$ cat src/rtl/dma_seq_pkg.sv
package dma_seq_pkg;

  typedef enum logic [2:0] {
    ST_IDLE,
    ST_ARB,
    ST_XFER,
    ST_WAIT,
    ST_REL
  } seq_state_e;

  // Index of the lowest set bit (highest priority); 0 when none is set.
  function automatic int unsigned lowest_set(input logic [31:0] v);
    int unsigned r;
    r = 0;
    for (int i = 31; i >= 0; i--) begin
      if (v[i]) r = i;
    end
    return r;
  endfunction

  // A count of zero means the coming transfer is the channel's last one.
  function automatic logic count_is_final(input logic [31:0] c);
    return (c == 32'd0);
  endfunction

  // Remaining count after one transfer.
  function automatic logic [31:0] count_after(input logic [31:0] c);
    return (c == 32'd0) ? 32'd0 : c - 32'd1;
  endfunction

endpackage

$ cat src/rtl/dma_seq_arb.sv
module dma_seq_arb #(
  parameter int NCH = 4,
  parameter int CHW = 2
) (
  input  logic [NCH-1:0] pend,
  output logic           any,
  output logic [CHW-1:0] win
);
  import dma_seq_pkg::*;

  logic [31:0] pend_wide;

  always_comb begin
    pend_wide = '0;
    pend_wide[NCH-1:0] = pend;
  end

  assign any = |pend;
  assign win = CHW'(lowest_set(pend_wide));

endmodule

$ cat src/rtl/dma_seq_chan.sv
module dma_seq_chan #(
  parameter int CW = 8
) (
  input  logic          clk,
  input  logic          rst_n,
  input  logic          req,
  input  logic          wr,
  input  logic [CW-1:0] wr_cnt,
  input  logic          wr_en,
  input  logic          take,
  input  logic          fin,
  output logic          pend,
  output logic          en,
  output logic          tc,
  output logic          final_cnt
);
  import dma_seq_pkg::*;

  logic [CW-1:0] cnt_q;

  always_ff @(posedge clk) begin
    if (!rst_n) begin
      cnt_q <= '0;
      en    <= 1'b0;
      pend  <= 1'b0;
      tc    <= 1'b0;
    end else begin
      tc <= fin;
      if (wr) begin
        cnt_q <= wr_cnt;
        en    <= wr_en;
      end else begin
        if (fin)  en    <= 1'b0;
        if (take) cnt_q <= CW'(count_after(32'(cnt_q)));
      end
      if (fin || (wr && !wr_en)) pend <= 1'b0;
      else                       pend <= (pend & ~take) | (req & en);
    end
  end

  assign final_cnt = count_is_final(32'(cnt_q));

endmodule

$ cat src/rtl/dma_seq_fsm.sv
module dma_seq_fsm #(
  parameter int CHW = 2
) (
  input  logic           clk,
  input  logic           rst_n,
  input  logic           any_pend,
  input  logic [CHW-1:0] win,
  input  logic           bus_gnt,
  input  logic           bus_done,
  input  logic           last_in,
  output logic           bus_req,
  output logic           grant_take,
  output logic           xfer_fire,
  output logic           done_take,
  output logic           final_done,
  output logic           in_flight,
  output logic [CHW-1:0] cur
);
  import dma_seq_pkg::*;

  seq_state_e state_q, state_nx;
  logic       last_q;

  assign grant_take = (state_q == ST_ARB) && bus_gnt && any_pend;
  assign xfer_fire  = (state_q == ST_XFER);
  assign done_take  = (state_q == ST_WAIT) && bus_done;
  assign final_done = done_take && last_q;
  assign in_flight  = (state_q == ST_XFER) || (state_q == ST_WAIT);
  assign bus_req    = (state_q == ST_ARB) || in_flight;

  always_comb begin
    state_nx = state_q;
    case (state_q)
      ST_IDLE: if (any_pend && !bus_gnt) state_nx = ST_ARB;
      ST_ARB:  if (bus_gnt) state_nx = any_pend ? ST_XFER : ST_REL;
      ST_XFER: state_nx = ST_WAIT;
      ST_WAIT: if (bus_done) state_nx = ST_REL;
      ST_REL:  if (!bus_gnt) state_nx = ST_IDLE;
      default: state_nx = ST_IDLE;
    endcase
  end

  always_ff @(posedge clk) begin
    if (!rst_n) begin
      state_q <= ST_IDLE;
      last_q  <= 1'b0;
      cur     <= '0;
    end else begin
      state_q <= state_nx;
      if (grant_take) cur    <= win;
      if (xfer_fire)  last_q <= last_in;
    end
  end

endmodule

$ cat src/rtl/dma_seq_top.sv
module dma_seq_top #(
  parameter int NCH = 4,
  parameter int CW  = 8,
  localparam int CHW = (NCH > 1) ? $clog2(NCH) : 1
) (
  input  logic           clk,
  input  logic           rst_n,
  input  logic [NCH-1:0] chan_req,
  input  logic           cfg_we,
  input  logic [CHW-1:0] cfg_sel,
  input  logic [CW-1:0]  cfg_count,
  input  logic           cfg_enable,
  output logic           bus_req,
  input  logic           bus_gnt,
  input  logic           bus_done,
  output logic           xfer_strobe,
  output logic [CHW-1:0] xfer_chan,
  output logic [NCH-1:0] tc_irq,
  output logic [NCH-1:0] chan_en
);

  // Named internal events, also watched by the checker.
  logic [NCH-1:0] pend_vec;
  logic [NCH-1:0] fin_cnt_vec;
  logic [NCH-1:0] busy_vec;
  logic           any_pend;
  logic [CHW-1:0] win_idx;
  logic [CHW-1:0] cur_chan;
  logic           grant_take;
  logic           xfer_fire;
  logic           done_take;
  logic           final_done;
  logic           in_flight;
  logic           last_in;

  dma_seq_arb #(.NCH(NCH), .CHW(CHW)) u_arb (
    .pend (pend_vec),
    .any  (any_pend),
    .win  (win_idx)
  );

  assign last_in = fin_cnt_vec[cur_chan];

  dma_seq_fsm #(.CHW(CHW)) u_fsm (
    .clk        (clk),
    .rst_n      (rst_n),
    .any_pend   (any_pend),
    .win        (win_idx),
    .bus_gnt    (bus_gnt),
    .bus_done   (bus_done),
    .last_in    (last_in),
    .bus_req    (bus_req),
    .grant_take (grant_take),
    .xfer_fire  (xfer_fire),
    .done_take  (done_take),
    .final_done (final_done),
    .in_flight  (in_flight),
    .cur        (cur_chan)
  );

  for (genvar i = 0; i < NCH; i++) begin : g_chan
    logic sel_me, wr_ok;
    assign sel_me      = (cur_chan == CHW'(i));
    assign busy_vec[i] = in_flight && sel_me;
    assign wr_ok       = cfg_we && (cfg_sel == CHW'(i)) && !busy_vec[i];

    dma_seq_chan #(.CW(CW)) u_chan (
      .clk       (clk),
      .rst_n     (rst_n),
      .req       (chan_req[i]),
      .wr        (wr_ok),
      .wr_cnt    (cfg_count),
      .wr_en     (cfg_enable),
      .take      (xfer_fire && sel_me),
      .fin       (final_done && sel_me),
      .pend      (pend_vec[i]),
      .en        (chan_en[i]),
      .tc        (tc_irq[i]),
      .final_cnt (fin_cnt_vec[i])
    );
  end

  assign xfer_strobe = xfer_fire;
  assign xfer_chan   = cur_chan;

endmodule

$ cat config.mk
export PLATFORM = sky130hd
export DESIGN_NAME = dma_seq_top
export DESIGN_NICKNAME = d
export VERILOG_FILES = /design/src/rtl/dma_seq_pkg.sv /design/src/rtl/dma_seq_arb.sv /design/src/rtl/dma_seq_chan.sv /design/src/rtl/dma_seq_fsm.sv /design/src/rtl/dma_seq_top.sv
export SDC_FILE = /design/constraint.sdc
export NUM_CORES = 1
export LEC_CHECK = 0
export CAP_MARGIN = 20
export CORE_AREA = 10 10 100 102
export DETAILED_ROUTE_END_ITERATION = 10
export DIE_AREA = 0 0 110 112
export PLACE_DENSITY = 0.69
export RECOVER_POWER = 100
export SLEW_MARGIN = 20
export SYNTH_ARGS = -nofsm -noshare
export SYNTH_HDL_FRONTEND = slang
export SYNTH_SLANG_ARGS = --single-unit
$ cat constraint.sdc
create_clock -name clk -period 2.4 [get_ports clk]
set_clock_uncertainty 0.15 [all_clocks]
set_input_delay 0.24 -clock clk [delete_from_list [all_inputs] [get_ports clk]]
set_output_delay 0.24 -clock clk [all_outputs]
set_load 0.01 [all_outputs]
==> out/results.env, run 1 <==
FP.COREAREA_UM2=8050
GRT_FIRST_PASS_WIRELENGTH_UM=14900
CTS_MADE_BUFFERS=5
MAXCAPVIOLCOUNT=0
FRACTION_OF_FINAL_LAYOUT_CELLS_SIZED_BEYOND_DRIVE_STRENGTH_1_PCT=7.69
NUMCLOCKSINKS=50
AREA_OF_THE_MULTI_INPUT_GATES_UM2=1820
POSTSYNTH.ASYNCRESETSHARE_PCT=0
SYNTH_FF_TYPE='sky130_fd_sc_hd__dfxtp_1'
TIMING.CRITICAL_PATH.SLOWEST_STAGE_CELL='sky130_fd_sc_hd__clkdlybuf4s50_1'
GATE_COUNT_POST_SYNTH=385
SORT_OF_ELEMENT_AT_THE_START_OF_THE_CRITICAL_PATH='flop'
LAST_ELEMENT_OF_THE_CRITICAL_PATH='xfer_strobe'
SYN_TO_FINAL_GROWTH_PCT=17.6
MIN_PERIOD_OVER_PERIOD_PCT=93.9
CRITPATHLAUNCH='u_fsm.state_q[1]$_SDFFE_PN0P_'
CHIPHEIGHT_UM=112
ROUTE.DETAILED.WL_PER_INST_UM=17.4
CELL_BY_CELL_TRACE_OF_THE_CRITICAL_PATH='buf_4 > nor3b_1 > clkbuf_4 > clkdlybuf4s50_1'
CTS-HTREE-LEVELS=2
DR.FIRST_ITER.DRC_COUNT=281
POST_SYNTH_EDFFS=0
FINAL_NETS=441
ROUTABILITY_CONG=0.911
POST_CTS.RESIZED_INSTANCES=0
WORST-SLEW-PIN-TRANSITION_NS=0.733
GR-TOTAL-OVERFLOW=0
TNS_NS=0
VIAS_IN_THE_FIRST_GLOBAL_ROUTE=2924
TIMING.REG2REG.WORST_PATH_DEPTH=6
CTS_SETUP_BUFFERS=0
CRITICALPATHCATEGORY='reg -> out'
SYNTH-SEQ-AREA-SHARE_PCT=32.9
POST_SYNTH_INSTANCE_AREA_UM2=3040
MET2ROUTEDLENGTH_UM=4340
CTS_TREE='yes'
ROUTED_WIRELENGTH_UM=9070
P_PER_AREA_nW_PER_UM2=470
DIE_WIDTH_UM=110
INITIAL_UTILIZATION_PCT=37.8
ANTENNA_LEFT=0
R2R-START='g_chan[1].u_chan.cnt_q[0]$_SDFFE_PN0P_'
FIRSTDRTPASSITERS=5
CRIT_ARRIVAL_NS=1.86
CTS.HOLD.BUFFERS_ADDED=0
CRITICAL_PATH.MAX_FANOUT=9
SYN_NETS=409
ANTENNA_CELLS=0
OUTCOME='finished, final reports clean'
PERIOD_MINUS_SLACK_NS=2.25
TOTAL_GLOBAL_ROUTING_TRACK_UTILIZATION_PCT=14.8
SETUP-VIOLATIONS-FINAL=0
GRT_START_MAX_NET_PINS=53
TIMING.CRITICAL_PATH.SLOWEST_CELL_DELAY_NS=0.54
YOSYS.CELL_TYPES.COUNT=60
CTS.PATH.MAX_BUFFERS=2
FP-ROW-COUNT=33
REPORT.FINAL.SLEW_VIOL_COUNT=0
DESIGN.DIE.AREA_UM2=12300
LAYOUT.FILLER_CELLS=795
MET3WIRELENGTH_UM=562
YOSYS_REGISTER_BITS=50
ROOT_BUFFER='sky130_fd_sc_hd__clkbuf_8'
MIN-DELAY-PATH-CLASS='reg -> reg'
LAYOUT_COMMON_CELLS='sky130_fd_sc_hd__dfxtp_1 (50), sky130_fd_sc_hd__nand2_1 (32), sky130_fd_sc_hd__nor2_1 (31)'
VDD_DROP_MAX_mV=0.280
RELSLEWSLACK_PCT=50.7
ROUTE.TOP_LAYER_USED='met4'
FMAX_GHz=0.444
ANTENNA_FOUND_INITIAL=0
POST_DR_VIAS_CELL=6.04
CLKLATENCYLATEPIN_NS=0.30
YOSYS_WARN_COUNT=0
SEQUENTIAL_CELL_AREA_UM2=1000
MET1_LENGTH_UM=3960
TIMING_HOLD_VIOLATIONS_FINAL=0
RSZ_0062_RAISED_AFTER_GLOBAL_ROUTING='false'
SETUP.REG_TO_REG.WORST_SLACK_NS=0.17
IO_PINS=32
HPWL_DP_UM=6920
FINAL_COMMON_CELL='sky130_fd_sc_hd__dfxtp_1'
PORT_BUFFERS=31
CRITICAL_PATH.ENDPOINT_TYPE='primary output'
DETAILROUTE.VIA_COUNT=3146
RR_ENDPOINT='g_chan[1].u_chan.cnt_q[3]$_SDFFE_PN0P_'
TOTAL_POWER_mW=1.68
CELLLEAKAGEPOWER_nW=1.34
SYNTHESIS.AREA_PER_INSTANCE_UM2=7.90
CLK_PIN_SLEW_WORST_PATHS_NS=0.09
DRC=0
REQUIRED_TIME_WORST_ENDPOINT_NS=2.01
[worst max-delay path, delay by kind of cell (launching register included)]
family | cells | cell delay, ns
buffers and inverters | 3 | 0.93
flip-flops | 1 | 0.46
AND/OR/NAND/NOR | 1 | 0.18
[metrics by stage]
stage / worst slack [ns] / hold WS (ns) / util, % / area, um2 / cells
after floorplan: 0.399 / 0.223 / - / 3040 / 385
after global placement: 0.258 / 0.334 / 43.7 / 3520 / 515
after detailed placement: 0.221 / 0.351 / 43.7 / 3520 / 515
after CTS: 0.172 / 0.364 / 44.7 / 3600 / 521
after global routing: 0.0237 / 0.384 / 44.4 / 3580 / 521
final: 0.146 / 0.355 / 44.4 / 3580 / 521
[layout make-up]
class | count | share of cell area (%)
Clock buffer | 6 | 2.31
Inverter | 20 | 2.10
Multi-Input combinational cell | 288 | 51.0
Sequential cell | 50 | 28.0
Tap cell | 105 | 3.67
Timing Repair Buffer | 52 | 12.9
[power by group]
group | switching, mW | total, mW | internal, mW
logic | 0.161 | 0.300 | 0.139
clock network | 0.271 | 0.494 | 0.223
registers | 0.0321 | 0.886 | 0.854
total | 0.464 | 1.68 | 1.22
[synth_stat cells (all sizes together) (7+ instances only)]
cell type / n / area, um2
a21oi: 18 / 90.1
a22oi: 10 / 75.1
buf: 11 / 75.1
clkbuf: 16 / 60.1
dfxtp: 50 / 1000
inv: 19 / 71.3
mux2i: 9 / 90.1
nand2: 32 / 120
nand3: 20 / 100
nand3b: 7 / 52.6
nand4: 12 / 75.1
nor2: 31 / 116
nor3: 17 / 85.1
nor4: 8 / 50.1
o21ai: 17 / 85.1
o221ai: 10 / 87.6
[worst min-delay path by stage]
stage / start / endpoint / slack [ns] / cells after the start
floorplan: cfg_count[2] / g_chan[0].u_chan.cnt_q[2]$_SDFFE_PN0P_ / 0.22 / 2
global placement: g_chan[1].u_chan.cnt_q[0]$_SDFFE_PN0P_ / g_chan[1].u_chan.cnt_q[0]$_SDFFE_PN0P_ / 0.33 / 2
detailed placement: g_chan[3].u_chan.en$_SDFFE_PN0P_ / g_chan[3].u_chan.en$_SDFFE_PN0P_ / 0.35 / 2
CTS: g_chan[3].u_chan.en$_SDFFE_PN0P_ / g_chan[3].u_chan.en$_SDFFE_PN0P_ / 0.36 / 2
global route: g_chan[3].u_chan.en$_SDFFE_PN0P_ / g_chan[3].u_chan.en$_SDFFE_PN0P_ / 0.38 / 2
finish: g_chan[3].u_chan.en$_SDFFE_PN0P_ / g_chan[3].u_chan.en$_SDFFE_PN0P_ / 0.35 / 2
[routing by layer]
metal  global-route usage (%)  vias to the layer above
li1                         -                     1509
met1                     19.4                     1490
met2                     23.8                      130
met3                     2.19                       17
met4                     5.21                        0
met5                        0                        -
[flip-flops by register name, summed over array words and instances (netlist names)]
signal and flops:
g_chan.u_chan.en 4, g_chan.u_chan.cnt_q 32, u_fsm.state_q 3, u_fsm.cur 2, u_fsm.last_q 1, g_chan.u_chan.tc 4, g_chan.u_chan.pend 4
[kinds of logic after synthesis]
| family | Yosys count | synth area share [%] |
|---|---|---|
| simple gates | 179 | 33.0 |
| compound gates | 92 | 21.3 |
| flops | 50 | 32.9 |
| buf+inv | 47 | 6.91 |
| mux | 10 | 3.33 |
| fa+ha+maj | 4 | 1.65 |
| xor+xnor | 3 | 0.864 |
Power figures use the tool's default switching activity.
==> run 2, diff against run 1 <==
--- a/config.mk
+++ b/config.mk
@@ -6,9 +6,9 @@
 export NUM_CORES = 1
 export LEC_CHECK = 0
 export CAP_MARGIN = 20
-export CORE_AREA = 10 10 100 102
+export CORE_AREA = 10 10 105 97
 export DETAILED_ROUTE_END_ITERATION = 10
-export DIE_AREA = 0 0 110 112
+export DIE_AREA = 0 0 115 107
 export PLACE_DENSITY = 0.69
 export RECOVER_POWER = 100
 export SLEW_MARGIN = 20
==> out/results.env, run 2 (synthesis gave the netlist of run 1 again) <==
LARGEST_REGISTER_FFS=32  # unchanged
SETUP-VIOLATIONS-FINAL=0  # unchanged
CRITPATHLAUNCH='u_fsm.state_q[1]$_SDFFE_PN0P_'
LAYOUT.FILLER_CELLS=810  # +1.9%
R2R-START='g_chan[1].u_chan.cnt_q[0]$_SDFFE_PN0P_'
CLK_PIN_SLEW_WORST_PATHS_NS=0.10  # about the same
OUTCOME='finished, final reports clean'
POST-PLACE-CELLS=508  # -1.4%
CTS.PATH.MAX_BUFFERS=2  # unchanged
CTS.HOLD.BUFFERS_ADDED=0  # unchanged
CELL_BY_CELL_TRACE_OF_THE_CRITICAL_PATH='nor3b_1 > buf_4 > dlygate4sd3_1'
DESIGN.DIE.AREA_UM2=12300  # -0.12%
HPWL_DP_UM=6880  # -0.65%
DRC=0  # unchanged
IO_PINS=32  # unchanged
POWER.SWITCHING_mW=0.509  # +9.7%
FP.COREAREA_UM2=7990  # -0.76%
CTS-HTREE-LEVELS=2  # unchanged
FINAL_NETS=440  # -0.23%
SETUP.REG_TO_REG.WORST_SLACK_NS=0.17  # about the same
WORST-SLEW-PIN-TRANSITION_NS=0.837  # +0.104 ns
WHS_NS=0.366  # +0.0110 ns
FINAL_COMMON_CELL='sky130_fd_sc_hd__dfxtp_1'
CTS_SETUP_BUFFERS=0  # unchanged
RSZ_0062_RAISED_AFTER_GLOBAL_ROUTING='false'
CRITICAL_PATH.MAX_FANOUT=12  # +3
FRACTION_OF_FINAL_LAYOUT_CELLS_SIZED_BEYOND_DRIVE_STRENGTH_1_PCT=7.67  # -0.018 points
FINAL-INSTANCE-COUNT-EXCL-FILL=516  # -0.96%
SORT_OF_ELEMENT_AT_THE_START_OF_THE_CRITICAL_PATH='flop'
TIMING.REG2REG.WORST_PATH_DEPTH=6  # unchanged
DIE_WIDTH_UM=115  # +4.5%
PORT_BUFFERS=31  # unchanged
CRITICAL_PATH.ENDPOINT_TYPE='primary output'
MIN_PERIOD_OVER_PERIOD_PCT=92.9  # -1.1 points
MIN-DELAY-PATH-CLASS='reg -> reg'
TNS_NS=0  # unchanged
TOTAL_POWER_mW=1.81  # +7.8%
GRT_START_MAX_NET_PINS=20  # -62%
REQUIRED_TIME_WORST_ENDPOINT_NS=2.01  # about the same
FMAX_GHz=0.449  # +1.1%
POST_DR_VIAS_CELL=6.02  # -0.28%
NUMCLOCKSINKS=50  # unchanged
POST_CTS.RESIZED_INSTANCES=0  # unchanged
ROUTED_WIRELENGTH_UM=9090  # +0.28%
TIMING.CRITICAL_PATH.SLOWEST_STAGE_CELL='sky130_fd_sc_hd__dlygate4sd3_1'
REPORT.FINAL.SLEW_VIOL_COUNT=0  # unchanged
LAST_ELEMENT_OF_THE_CRITICAL_PATH='xfer_strobe'
CHIPHEIGHT_UM=107  # -4.5%
P_PER_AREA_nW_PER_UM2=506  # +7.7%
GRT_FIRST_PASS_WIRELENGTH_UM=14900  # +0.28%
RELSLEWSLACK_PCT=43.7  # -7.0 points
CLKLATENCYLATEPIN_NS=0.31  # about the same
P_SW_SHARE_PCT=28.1  # +0.51 points
GR-TOTAL-OVERFLOW=0  # unchanged
VIAS_IN_THE_FIRST_GLOBAL_ROUTE=2941  # +0.58%
TIMING_HOLD_VIOLATIONS_FINAL=0  # unchanged
CTS_MADE_BUFFERS=5  # unchanged
CRITICALPATHCATEGORY='reg -> out'
ANTENNA_FOUND_INITIAL=0  # unchanged
SEQ_POWER_SHARE_PCT=49.1  # -3.6 points
LARGEST-REGISTER='g_chan.u_chan.cnt_q'
ROUTABILITY_CONG=0.878  # -3.7%
TOTAL_GLOBAL_ROUTING_TRACK_UTILIZATION_PCT=14.5  # -0.32 points
INTPOWER_mW=1.30  # +7.0%
ROOT_BUFFER='sky130_fd_sc_hd__clkbuf_8'
CRIT_ARRIVAL_NS=1.84  # -0.02 ns
FIRSTDRTPASSITERS=4  # -1
VDD_DROP_MAX_mV=0.328  # +17%
ANTENNA_CELLS=0  # unchanged
DR.FIRST_ITER.DRC_COUNT=254  # -9.6%
ANTENNA_LEFT=0  # unchanged
LAYOUT_COMMON_CELLS='sky130_fd_sc_hd__dfxtp_1 (50), sky130_fd_sc_hd__nand2_1 (32), sky130_fd_sc_hd__nor2_1 (31)'
ROUTE.DETAILED.WL_PER_INST_UM=17.6  # +1.2%
POWER.CLOCK.FRACTION_PCT=34.4  # +5.0 points
PERIOD_MINUS_SLACK_NS=2.23  # -0.0254 ns
CELLLEAKAGEPOWER_nW=1.33  # -0.73%
RR_ENDPOINT='g_chan[1].u_chan.cnt_q[3]$_SDFFE_PN0P_'
MAXCAPVIOLCOUNT=0  # unchanged
TIMING.CRITICAL_PATH.SLOWEST_CELL_DELAY_NS=0.62  # +0.08 ns
FP-ROW-COUNT=31  # -6.1%
DETAILROUTE.VIA_COUNT=3107  # -1.2%
SYN_TO_FINAL_GROWTH_PCT=17.7  # about the same
CTS_TREE='yes'
INITIAL_UTILIZATION_PCT=38.1  # +0.29 points
POWER.COMBINATIONAL.FRACTION_PCT=16.6  # -1.3 points
run 2: layer usage:
| metal | up-vias | track usage (%) | part of all wire, % |
|---|---|---|---|
| met5 | - | 0 | 0 |
| met4 | 0 | 3.53 | 1.4 |
| met3 | 16 | 2.90 | 5.8 |
| met2 | 99 | 23.0 | 46 |
| met1 | 1499 | 19.6 | 47 |
| li1 | 1493 | - | - |
run 2: worst min path at each step:
| stage | slack (ns) | endpoint | startpoint | depth (start not counted) |
|---|---|---|---|---|
| floorplan | 0.22 | g_chan[0].u_chan.cnt_q[2]$_SDFFE_PN0P_ | cfg_count[2] | 2 |
| global placement | 0.34 | g_chan[1].u_chan.cnt_q[0]$_SDFFE_PN0P_ | g_chan[1].u_chan.cnt_q[0]$_SDFFE_PN0P_ | 2 |
| detailed placement | 0.35 | g_chan[1].u_chan.cnt_q[0]$_SDFFE_PN0P_ | g_chan[1].u_chan.cnt_q[0]$_SDFFE_PN0P_ | 2 |
| CTS | 0.36 | g_chan[1].u_chan.cnt_q[0]$_SDFFE_PN0P_ | g_chan[1].u_chan.cnt_q[0]$_SDFFE_PN0P_ | 2 |
| global route | 0.40 | g_chan[1].u_chan.cnt_q[0]$_SDFFE_PN0P_ | g_chan[1].u_chan.cnt_q[0]$_SDFFE_PN0P_ | 2 |
| finish | 0.37 | g_chan[1].u_chan.cnt_q[0]$_SDFFE_PN0P_ | g_chan[1].u_chan.cnt_q[0]$_SDFFE_PN0P_ | 2 |
run 2: power groups by stage:
stage               logic [mW]  registers [mW]  clock network, mW
floorplan                0.192           0.895                  0
finish                   0.300           0.889              0.622
global route             0.328           0.894              0.668
global placement         0.293           0.905                  0
detailed placement       0.299           0.907                  0
CTS                      0.301           0.888              0.631
run 2: final cells by class:
type	count	area, um2	share of cell area [%]
Multi-Input combinational cell	288	1830	51.1
Tap cell	99	124	3.46
Clock buffer	5	68.8	1.92
Timing Repair Buffer	51	434	12.1
Inverter	20	75.1	2.10
Clock inverter	3	45.0	1.26
Sequential cell	50	1000	28.0
run 2: metrics by stage:
stage	utilization [%]	instance area [um2]	setup slack (ns)
CTS	45.1	3600	0.208
floorplan	-	3040	0.399
finish	44.8	3580	0.172
global route	44.8	3580	0.0395
detailed placement	43.7	3490	0.212
global placement	43.7	3490	0.264
run 2: worst max-delay path: cells and delay by family, from the launching register on:
| family | cells | cell delay, ns |
|---|---|---|
| AND/OR/NAND/NOR | 1 | 0.23 |
| buffers and inverters | 2 | 0.78 |
| flip-flops | 1 | 0.53 |
==> run 3, diff against run 2 <==
--- a/config.mk
+++ b/config.mk
@@ -11,7 +11,7 @@
 export DIE_AREA = 0 0 115 107
 export PLACE_DENSITY = 0.69
 export RECOVER_POWER = 100
-export SLEW_MARGIN = 20
+export SLEW_MARGIN = 40
 export SYNTH_ARGS = -nofsm -noshare
 export SYNTH_HDL_FRONTEND = slang
 export SYNTH_SLANG_ARGS = --single-unit
==> out/results.env, run 3 (synthesis gave the netlist of run 1 again) <==
POWER.COMBINATIONAL.FRACTION_PCT=16.6  # about the same
CLK_PIN_SLEW_WORST_PATHS_NS=0.10  # about the same
REPORT.FINAL.SLEW_VIOL_COUNT=0  # unchanged
TIMING.CRITICAL_PATH.SLOWEST_CELL_DELAY_NS=0.62  # about the same
P_PER_AREA_nW_PER_UM2=505  # -0.23%
DESIGN.DIE.AREA_UM2=12300  # unchanged
SYN_TO_FINAL_GROWTH_PCT=17.9
OUTCOME='finished, final reports clean'
INTPOWER_mW=1.30  # about the same
ANTENNA_CELLS=0  # unchanged
POST_CTS.RESIZED_INSTANCES=0  # unchanged
CRITICAL_PATH.ENDPOINT_TYPE='primary output'
ROUTABILITY_CONG=0.878  # unchanged
CELL_BY_CELL_TRACE_OF_THE_CRITICAL_PATH='nor3b_1 > buf_4 > dlygate4sd3_1'
RELSLEWSLACK_PCT=52.0  # +8.3 points
ROUTE.DETAILED.WL_PER_INST_UM=17.6  # -0.18%
PERIOD_MINUS_SLACK_NS=2.22  # -0.00573 ns
GR-TOTAL-OVERFLOW=0  # unchanged
CTS-HTREE-LEVELS=2  # unchanged
LARGEST_REGISTER_FFS=32  # unchanged
VDD_DROP_MAX_mV=0.325  # -0.70%
LARGEST-REGISTER='g_chan.u_chan.cnt_q'
LAYOUT_COMMON_CELLS='sky130_fd_sc_hd__dfxtp_1 (50), sky130_fd_sc_hd__nand2_1 (32), sky130_fd_sc_hd__nor2_1 (31)'
ANTENNA_LEFT=0  # unchanged
DRC=0  # unchanged
ANTENNA_FOUND_INITIAL=0  # unchanged
ROUTED_WIRELENGTH_UM=9080  # -0.18%
ROOT_BUFFER='sky130_fd_sc_hd__clkbuf_8'
IO_PINS=32  # unchanged
FP-ROW-COUNT=31  # unchanged
CTS.PATH.MAX_BUFFERS=2  # unchanged
CTS.HOLD.BUFFERS_ADDED=0  # unchanged
FINAL_COMMON_CELL='sky130_fd_sc_hd__dfxtp_1'
MAXCAPVIOLCOUNT=0  # unchanged
POST_DR_VIAS_CELL=6.02  # about the same
DR.FIRST_ITER.DRC_COUNT=238  # -6.3%
SEQ_POWER_SHARE_PCT=49.1  # about the same
NUMCLOCKSINKS=50  # unchanged
GRT_START_MAX_NET_PINS=20  # unchanged
POWER.SWITCHING_mW=0.508  # -0.30%
P_SW_SHARE_PCT=28.1  # -0.070 points
TIMING.CRITICAL_PATH.SLOWEST_STAGE_CELL='sky130_fd_sc_hd__dlygate4sd3_1'
TNS_NS=0  # unchanged
CLKLATENCYLATEPIN_NS=0.31  # about the same
CHIPHEIGHT_UM=107  # unchanged
INITIAL_UTILIZATION_PCT=38.1  # unchanged
CTS_MADE_BUFFERS=5  # unchanged
CRITICAL_PATH.MAX_FANOUT=12  # unchanged
FP.COREAREA_UM2=7990  # unchanged
CRITPATHLAUNCH='u_fsm.state_q[1]$_SDFFE_PN0P_'
CRIT_ARRIVAL_NS=1.83  # about the same
DETAILROUTE.VIA_COUNT=3108  # +0.032%
REQUIRED_TIME_WORST_ENDPOINT_NS=2.01  # about the same
CRITICALPATHCATEGORY='reg -> out'
CTS_TREE='yes'
FINAL_NETS=440  # unchanged
HOLD_START='g_chan[1].u_chan.cnt_q[0]$_SDFFE_PN0P_'
MIN-DELAY-PATH-CLASS='reg -> reg'
VIAS_IN_THE_FIRST_GLOBAL_ROUTE=2941  # unchanged
WORST-SLEW-PIN-TRANSITION_NS=0.710  # -0.127 ns
R2R-START='g_chan[1].u_chan.cnt_q[0]$_SDFFE_PN0P_'
SETUP-VIOLATIONS-FINAL=0  # unchanged
POWER.CLOCK.FRACTION_PCT=34.3  # about the same
TOTAL_GLOBAL_ROUTING_TRACK_UTILIZATION_PCT=14.5  # unchanged
RSZ_0062_RAISED_AFTER_GLOBAL_ROUTING='false'
CELLLEAKAGEPOWER_nW=1.33  # +0.11%
GRT_FIRST_PASS_WIRELENGTH_UM=14900  # unchanged
POSTLAYOUTSETUPSLACKWORST_NS=0.177  # +0.00573 ns
SORT_OF_ELEMENT_AT_THE_START_OF_THE_CRITICAL_PATH='flop'
FIRSTDRTPASSITERS=4  # unchanged
TIMING_HOLD_VIOLATIONS_FINAL=0  # unchanged
FRACTION_OF_FINAL_LAYOUT_CELLS_SIZED_BEYOND_DRIVE_STRENGTH_1_PCT=7.91  # +0.24 points
DIE_WIDTH_UM=115  # unchanged
CTS_SETUP_BUFFERS=0  # unchanged
MIN_PERIOD_OVER_PERIOD_PCT=92.6  # -0.24 points
DP_SLACK_NS=0.212  # unchanged
HPWL_DP_UM=6880  # unchanged
PORT_BUFFERS=31  # unchanged
FMAX_GHz=0.450  # +0.26%
## run 3: cell counts in the layout (fill, tap and decap cells not counted)
No cell type changed its count.
## run 3: stage by stage
stage / util [%] / cell area (um2) / power [mW] / hold WS, ns / cells
after floorplan: - / 3040 / 1.09 / 0.223 / 385
after global placement: 43.7 / 3490 / 1.20 / 0.337 / 508
after detailed placement: 43.7 / 3490 / 1.21 / 0.346 / 508
after CTS: 45.1 / 3600 / 1.82 / 0.362 / 516
after global routing: 44.8 / 3580 / 1.89 / 0.402 / 516
final: 44.8 / 3580 / 1.81 / 0.364 / 516
## run 3: worst max-delay path: cells and delay by family (launching register included)
family | cells | cell delay, ns
flip-flops | 1 | 0.52
buffers and inverters | 2 | 0.78
AND/OR/NAND/NOR | 1 | 0.22
## run 3: area by class of cell
type                            instances  area [um2]
Clock buffer                            5        68.8
Clock inverter                          3        45.0
Fill cell                             809        4410
Inverter                               20        75.1
Multi-Input combinational cell        288        1840
Sequential cell                        50        1000
Tap cell                               99         124
Timing Repair Buffer                   51         434
## run 3: power groups by stage
stage / logic [mW] / registers, mW / clock network, mW
after CTS: 0.301 / 0.888 / 0.631
final: 0.300 / 0.889 / 0.620
after detailed placement: 0.299 / 0.907 / 0
after global placement: 0.293 / 0.905 / 0
after floorplan: 0.192 / 0.895 / 0
after global routing: 0.329 / 0.894 / 0.668
## run 3: final timing paths
check                                                 to  slack (ns)  cells past startpoint
hold / removal    g_chan[1].u_chan.cnt_q[0]$_SDFFE_PN0P_        0.36                      2
setup reg to reg  g_chan[1].u_chan.cnt_q[3]$_SDFFE_PN0P_        0.18                      6
hold reg to reg   g_chan[1].u_chan.cnt_q[0]$_SDFFE_PN0P_        0.36                      2
setup / recovery                             xfer_strobe        0.18                      3
## run 3: per-layer routing
layer / track usage, % / vias up / routed length, um
met2: 23.0 / 98 / 4220
met4: 3.53 / 0 / 99
li1: - / 1495 / -
met3: 2.90 / 10 / 606
met1: 19.6 / 1505 / 4150
met5: 0 / - / 0
